File: src/rtl/cfd_pkg.sv
package cfd_pkg;

   // Event processing phases
   typedef enum logic [1:0] {
      ST_FILL = 2'd0,   // collecting samples, peak tracked on the fly
      ST_THR  = 2'd1,   // threshold registered from the peak
      ST_SCAN = 2'd2,   // backward walk from the peak, one sample per cycle
      ST_DIV  = 2'd3    // fraction being divided out
   } cfd_state_e;

endpackage

File: src/rtl/cfd_capture.sv
module cfd_capture #(
   parameter int DW    = 12,
   parameter int IW    = 16,
   parameter int DEPTH = 32,
   parameter int AW    = $clog2(DEPTH)
) (
   input  logic          clk,
   input  logic          rst_n,
   input  logic          wr_en,
   input  logic          wr_first,
   input  logic [DW-1:0] wr_data,
   input  logic [IW-1:0] wr_idx,
   output logic [AW-1:0] wr_addr,
   input  logic [AW-1:0] rd_addr,
   output logic [DW-1:0] rd_data,
   output logic [DW-1:0] rd_next_data,
   output logic [IW-1:0] rd_idx,
   output logic [DW-1:0] peak_val,
   output logic [AW-1:0] peak_addr
);

   logic [AW-1:0] fill_q;
   logic [DW-1:0] cell_d [DEPTH];
   logic [IW-1:0] cell_i [DEPTH];

   assign wr_addr = wr_first ? '0 : fill_q;

   // one storage cell per sample slot
   for (genvar e = 0; e < DEPTH; e++) begin : g_cell
      logic [DW-1:0] d_q;
      logic [IW-1:0] i_q;
      always_ff @(posedge clk) begin
         if (wr_en && (wr_addr == AW'(e))) begin
            d_q <= wr_data;
            i_q <= wr_idx;
         end
      end
      assign cell_d[e] = d_q;
      assign cell_i[e] = i_q;
   end

   assign rd_data      = cell_d[rd_addr];
   assign rd_idx       = cell_i[rd_addr];
   assign rd_next_data = cell_d[rd_addr + AW'(1)];

   // strict compare keeps the earliest of equal maxima
   always_ff @(posedge clk or negedge rst_n) begin
      if (!rst_n) begin
         fill_q    <= '0;
         peak_val  <= '0;
         peak_addr <= '0;
      end else if (wr_en) begin
         fill_q <= wr_addr + AW'(1);
         if (wr_first || (wr_data > peak_val)) begin
            peak_val  <= wr_data;
            peak_addr <= wr_addr;
         end
      end
   end

endmodule

File: src/rtl/cfd_frac_div.sv
module cfd_frac_div #(
   parameter int NW = 12,
   parameter int FW = 8,
   parameter int CW = $clog2(FW + 1)
) (
   input  logic          clk,
   input  logic          rst_n,
   input  logic          start,
   input  logic [NW-1:0] num,
   input  logic [NW-1:0] den,
   output logic          done,
   output logic [FW-1:0] quo
);

   logic [NW-1:0] rem_q;
   logic [NW-1:0] den_q;
   logic [CW-1:0] cnt_q;
   logic          busy_q;
   logic [NW:0]   dbl;
   logic          take;

   // num < den holds on entry, so the shifted remainder fits NW+1 bits
   assign dbl  = {rem_q, 1'b0};
   assign take = dbl >= {1'b0, den_q};

   always_ff @(posedge clk or negedge rst_n) begin
      if (!rst_n) begin
         rem_q  <= '0;
         den_q  <= '0;
         cnt_q  <= '0;
         busy_q <= 1'b0;
         done   <= 1'b0;
         quo    <= '0;
      end else if (start) begin
         rem_q  <= num;
         den_q  <= den;
         cnt_q  <= CW'(FW);
         busy_q <= 1'b1;
         done   <= 1'b0;
         quo    <= '0;
      end else if (busy_q) begin
         rem_q <= take ? NW'(dbl - {1'b0, den_q}) : dbl[NW-1:0];
         quo   <= {quo[FW-2:0], take};
         cnt_q <= cnt_q - CW'(1);
         if (cnt_q == CW'(1)) begin
            busy_q <= 1'b0;
            done   <= 1'b1;
         end
      end else begin
         done <= 1'b0;
      end
   end

endmodule

File: src/rtl/cfd_timer.sv
module cfd_timer
   import cfd_pkg::*;
#(
   parameter int DW    = 12,
   parameter int IW    = 16,
   parameter int KF    = 8,
   parameter int FW    = 8,
   parameter int DEPTH = 32
) (
   input  logic             clk,
   input  logic             rst_n,
   input  logic             s_valid,
   input  logic             s_first,
   input  logic             s_last,
   input  logic [DW-1:0]    s_sample,
   input  logic [IW-1:0]    s_index,
   output logic             s_ready,
   input  logic [KF-1:0]    cfg_frac,
   input  logic [DW-1:0]    cfg_base,
   output logic             t_valid,
   output logic [IW+FW-1:0] t_time,
   output logic             t_miss
);

   localparam int AW = $clog2(DEPTH);
   localparam int PW = DW + KF;

   if (DEPTH < 4 || (DEPTH & (DEPTH - 1)) != 0) begin : g_bad_depth
      $error("cfd_timer: DEPTH must be a power of two of at least 4");
   end
   if (DW < 2 || KF < 1 || FW < 2) begin : g_bad_width
      $error("cfd_timer: DW and FW need at least 2 bits, KF at least 1");
   end

   cfd_state_e    state_q;
   logic          open_q;
   logic [AW-1:0] scan_q;
   logic [DW-1:0] thr_q;
   logic          flat_q;
   logic [IW-1:0] lo_idx_q;

   logic          accept, end_evt, hit, div_start, div_done;
   logic [AW-1:0] wr_addr, rd_addr, peak_addr;
   logic [DW-1:0] rd_data, rd_next_data, peak_val;
   logic [IW-1:0] rd_idx;
   logic [DW-1:0] amp_c, thr_c;
   logic [PW-1:0] prod_c;
   logic [FW-1:0] div_quo;

   assign s_ready = (state_q == ST_FILL);
   assign accept  = s_valid && s_ready;
   assign end_evt = accept && (s_last || (wr_addr == AW'(DEPTH - 1)));

   cfd_capture #(.DW(DW), .IW(IW), .DEPTH(DEPTH), .AW(AW)) u_cap (
      .clk          (clk),
      .rst_n        (rst_n),
      .wr_en        (accept),
      .wr_first     (s_first || !open_q),
      .wr_data      (s_sample),
      .wr_idx       (s_index),
      .wr_addr      (wr_addr),
      .rd_addr      (rd_addr),
      .rd_data      (rd_data),
      .rd_next_data (rd_next_data),
      .rd_idx       (rd_idx),
      .peak_val     (peak_val),
      .peak_addr    (peak_addr)
   );

   // threshold at the programmed fraction of the height above baseline
   assign amp_c  = (peak_val > cfg_base) ? (peak_val - cfg_base) : '0;
   assign prod_c = PW'(amp_c) * PW'(cfg_frac);
   assign thr_c  = cfg_base + DW'(prod_c >> KF);

   // backward walk: candidate lower sample sits one slot below scan_q
   assign rd_addr   = scan_q - AW'(1);
   assign hit       = rd_data <= thr_q;
   assign div_start = (state_q == ST_SCAN) && !flat_q && (scan_q != '0) && hit;

   cfd_frac_div #(.NW(DW), .FW(FW)) u_div (
      .clk   (clk),
      .rst_n (rst_n),
      .start (div_start),
      .num   (thr_q - rd_data),
      .den   (rd_next_data - rd_data),
      .done  (div_done),
      .quo   (div_quo)
   );

   always_ff @(posedge clk or negedge rst_n) begin
      if (!rst_n) begin
         state_q  <= ST_FILL;
         open_q   <= 1'b0;
         scan_q   <= '0;
         thr_q    <= '0;
         flat_q   <= 1'b0;
         lo_idx_q <= '0;
         t_valid  <= 1'b0;
         t_miss   <= 1'b0;
         t_time   <= '0;
      end else begin
         t_valid <= 1'b0;
         t_miss  <= 1'b0;
         if (accept) open_q <= !end_evt;
         unique case (state_q)
            ST_FILL: if (end_evt) state_q <= ST_THR;
            ST_THR: begin
               thr_q   <= thr_c;
               flat_q  <= (peak_val <= cfg_base);
               scan_q  <= peak_addr;
               state_q <= ST_SCAN;
            end
            ST_SCAN: begin
               if (flat_q || (scan_q == '0)) begin
                  t_valid <= 1'b1;
                  t_miss  <= 1'b1;
                  t_time  <= '0;
                  state_q <= ST_FILL;
               end else if (hit) begin
                  lo_idx_q <= rd_idx;
                  state_q  <= ST_DIV;
               end else begin
                  scan_q <= scan_q - AW'(1);
               end
            end
            ST_DIV: if (div_done) begin
               t_valid <= 1'b1;
               t_time  <= {lo_idx_q, div_quo};
               state_q <= ST_FILL;
            end
            default: state_q <= ST_FILL;
         endcase
      end
   end

endmodule

File: config.mk
export PLATFORM = sky130hd
export DESIGN_NAME = cfd_timer
export DESIGN_NICKNAME = d
export VERILOG_FILES = /design/src/rtl/cfd_pkg.sv /design/src/rtl/cfd_capture.sv /design/src/rtl/cfd_frac_div.sv /design/src/rtl/cfd_timer.sv
export SDC_FILE = /design/constraint.sdc
export NUM_CORES = 2
export LEC_CHECK = 0
export BUFFER_PORTS_ARGS = -buffer_cell sky130_fd_sc_hd__clkbuf_2
export CORE_MARGIN = 1.5
export CORE_UTILIZATION = 55
export CTS_BUF_LIST = sky130_fd_sc_hd__clkbuf_8 sky130_fd_sc_hd__clkbuf_16
export DETAILED_ROUTE_END_ITERATION = 12
export MAX_ROUTING_LAYER = met4
export PLACE_DENSITY_LB_ADDON = 0.3
export SYNTH_ARGS = -nofsm -noshare
export SYNTH_HDL_FRONTEND = slang
export SYNTH_HIERARCHICAL = 1
export SYNTH_SLANG_ARGS = --single-unit
export TNS_END_PERCENT = 20
File: constraint.sdc
create_clock -name clk -period 20.6 [get_ports clk]
set_input_delay 1.03 -clock clk [delete_from_list [all_inputs] [get_ports clk]]
set_output_delay 1.03 -clock clk [all_outputs]
set_load 0.02 [all_outputs]
==> flow_summary.json <==
{
  "core_area_um2": 87300,
  "ys_seq_elements": 1019,
  "syn2layout_area_growth_pct": 10.7,
  "initial_utilization_pct": 55.8,
  "dieArea_um2": 90400,
  "maxCapViolations": 0,
  "r2r-end": "thr_q[11]",
  "avgRoutedWirePerCell_um": 28.7,
  "clock_skew_ns": 0.0262,
  "clk_latency_ns": 0.68,
  "cts-root-buf": "clkbuf_16",
  "drc": 0,
  "cts_sinks": 1019,
  "yosys_most_used_dff": "edfxtp_1",
  "startpoint_type": "register",
  "synth_compound_area_share_pct": 5.08,
  "tightest_slew_ns": 1.28,
  "routabilityCongestion": 0.882,
  "pin_count": 80,
  "path_max_fanout": 62,
  "relSlewSlack_pct": 14.1,
  "max_stage_delay_ns": 0.50,
  "io_buffers": 79,
  "ff2ff_path_depth": 33,
  "cts_resized": 0,
  "place_hpwl_um": 73800,
  "die_h_um": 301,
  "synth_edf_count": 896,
  "layout-drive-gt1-share_pct": 22.5,
  "synth_fa_ha_area_share_pct": 5.69,
  "rows": 108,
  "vias": 28300,
  "synthCells": 2988,
  "fin_crit_sh_pct": 40.8,
  "critical_path_class": "register to register",
  "setup_viol": 0,
  "fmax_mhz": 119,
  "path_clk_slew_ns": 0.06,
  "avgViaCountPerCell": 6.55,
  "outcome": "finished clean",
  "grt_usage_pct": 28.8,
  "synth.area.mux_share_pct": 18.1,
  "fin_ws_ns": 12.21,
  "multiInputGateArea_um2": 17600,
  "crit_end": "thr_q[11]",
  "hold_violations": 0,
  "placed_cell_area_um2": 50600,
  "post-route-cell-area_um2": 53900,
  "dpl.cell_count": 4135,
  "slew_violations": 0,
  "synth-simple-area-share_pct": 5.64,
  "numCtsBuffers": 101,
  "synth_fp_nets": 3224,
  "synth-seq-area-share_pct": 61.6,
  "syn-cell-area_um2": 48700,
  "htreeDepth": 3,
  "hold_buffers": 0,
  "grt_pass1_vias": 28900,
  "ant_nets": 0,
  "fill_cells": 6232,
  "tns_ns": 0,
  "fin_cells": 4320,
  "synth_top_family_by_area": "multiplexers",
  "hp-class": "input pin to asynchronous set/reset pin",
  "overflow": 0,
  "place_ws_ns": 11.71,
  "grt_first_pass_wirelength_um": 185000,
  "crit_path_frequent_cell": "fa_1",
  "worst-endpoint-arrival_ns": 8.90,
  "grt_setup_unrepaired": "false",
  "grt_start_max_net_pins": 133,
  "die_w_um": 301,
  "antenna_found_initial": 2,
  "register_area_um2": 30000,
  "avgSynthCellArea_um2": 16.3,
  "startpoint": "u_cap/peak_val[0]",
  "ys_async_sr_fraction_pct": 12.1,
  "yosysTopAreaCellShare_pct": 55.2,
  "cp_slowest_cell": "fa_1",
  "nNetsFinal": 3319,
  "synthXorXnorAreaFrac_pct": 1.01,
  "drtIter0Drc": 2829,
  "rrSetupSlack_ns": 12.21,
  "synth_cell_types": 83,
  "routed_wl_um": 124000,
  "regToRegStartpoint": "u_cap/peak_val[0]",
  "critPathCaptureType": "register",
  "tritoncts": "built",
  "synth_area_leaders": "edfxtp_1, mux4_2, dfrtp_1, ha_1, mux2i_1",
  "clockBufferDepth": 3,
  "postCtsSetupRepairBufs": 0,
  "cp.required_ns": 21.11,
  "ys_warn_count": 6,
  "finalCriticalPeriod_ns": 8.39,
  "firstDrtPassIters": 5,
  "synth_top_area_cell": "edfxtp_1"
}
## stage by stage
step | hold slack [ns] | utilization, %
after floorplan | 0.450 | -
after global placement | 0.464 | 58.0
after detailed placement | 0.471 | 58.0
after CTS | 0.435 | 61.8
after global routing | 0.487 | 61.8
final | 0.430 | 61.8
## worst min path at each step
stage / from / end / slack (ns) / cells after the start
after floorplan: thr_q[9] / thr_q[9] / 0.45 / 2
after global placement: t_time[7] / t_time[7] / 0.46 / 2
after detailed placement: t_time[7] / t_time[7] / 0.47 / 2
after CTS: rst_n / u_div/rem_q[9] / 0.44 / 1
after global routing: rst_n / u_div/rem_q[8] / 0.49 / 1
final: rst_n / u_div/rem_q[9] / 0.43 / 1
## worst max-delay path, delay by kind of cell (launching register included)
| kind | cells | cell delay [ns] |
|---|---|---|
| DFF | 1 | 0.40 |
| AOI/OAI and AO/OA | 8 | 1.67 |
| and+or+nand+nor | 9 | 1.84 |
| adders and majority gates | 8 | 3.03 |
| xor gates and xnor gates | 3 | 0.53 |
| buffers and inverters | 5 | 0.76 |
## final cells by class
cell class | instances | share of cell area [%]
clock buffer | 103 | 4.76
inverter | 161 | 1.15
tap | 1155 | 2.68
timing repair buffer | 156 | 1.86
multi-input combinational | 1644 | 32.6
clock inverter | 79 | 1.36
sequential | 1019 | 55.6
antenna | 3 | 0.0139
## flip-flops by register name, summed over array words and instances (netlist names)
name	count
u_div/cnt_q	4
u_div/den_q	12
thr_q	12
t_valid	1
u_div/busy_q	1
u_div/quo	8
open_q	1
u_cap/peak_addr	5
t_time	24
u_cap/fill_q	5
lo_idx_q	16
u_div/done	1
t_miss	1
scan_q	5
u_cap/g_cell.i_q	512
u_cap/peak_val	12
u_cap/g_cell.d_q	384
flat_q	1
state_q	2
u_div/rem_q	12
## metal layers
metal | wire [µm] | vias up | track usage [%] | share of wire (%)
met5 | 0 | - | - | 0
met4 | 5870 | 0 | 12.3 | 4.7
met3 | 10900 | 281 | 4.94 | 8.8
met2 | 60300 | 1471 | 45.3 | 49
met1 | 46800 | 14600 | 37.5 | 38
li1 | - | 11900 | - | -
## layout by cell type, fill, tap and decap left out, types with 10 or more instances in the layout
cell       instances
a21o_1            18
a21oi_1           96
a221o_1           13
a221oi_1          28
a22o_1            30
and2_1            22
and3_1            61
buf_4             75
bufinv_16         11
clkbuf_16        102
clkbuf_2          78
clkinv_1          23
clkinv_2          18
dfrtp_1          123
edfxtp_1         896
fa_1              64
ha_1             118
inv_1            170
mux2_2            21
mux2i_1          134
mux4_2           320
nand2_1          234
nand2b_1          10
nand3_1           34
nand4_1           13
nor2_1            78
nor2b_1           14
nor3_1            15
nor3_2            10
o21ai_0           84
or4_1             13
xnor2_1           37
xor2_1            16
## kinds of logic after synthesis
| kind of cell | after synthesis |
|---|---|
| AOI/OAI and AO/OA | 362 |
| xor gates and xnor gates | 56 |
| adders and majority gates | 183 |
| buffers and inverters | 325 |
| DFF | 1019 |
| muxes | 476 |
| and+or+nand+nor | 567 |
## cell usage after synthesis (28+ instances only)
library cell,n
a21oi_1,97
a221oi_1,28
a22o_1,30
and2_1,28
and3_1,61
buf_2,42
clkbuf_1,73
dfrtp_1,123
edfxtp_1,896
fa_1,64
ha_1,119
inv_1,161
mux2i_1,134
mux4_2,320
nand2_1,234
nand3_1,34
nor2_1,87
o21ai_0,84
xnor2_1,38
Power is left out: the tool's default activity adds up to more than one toggle a clock period on the data nets, which glitch-free logic cannot reach.
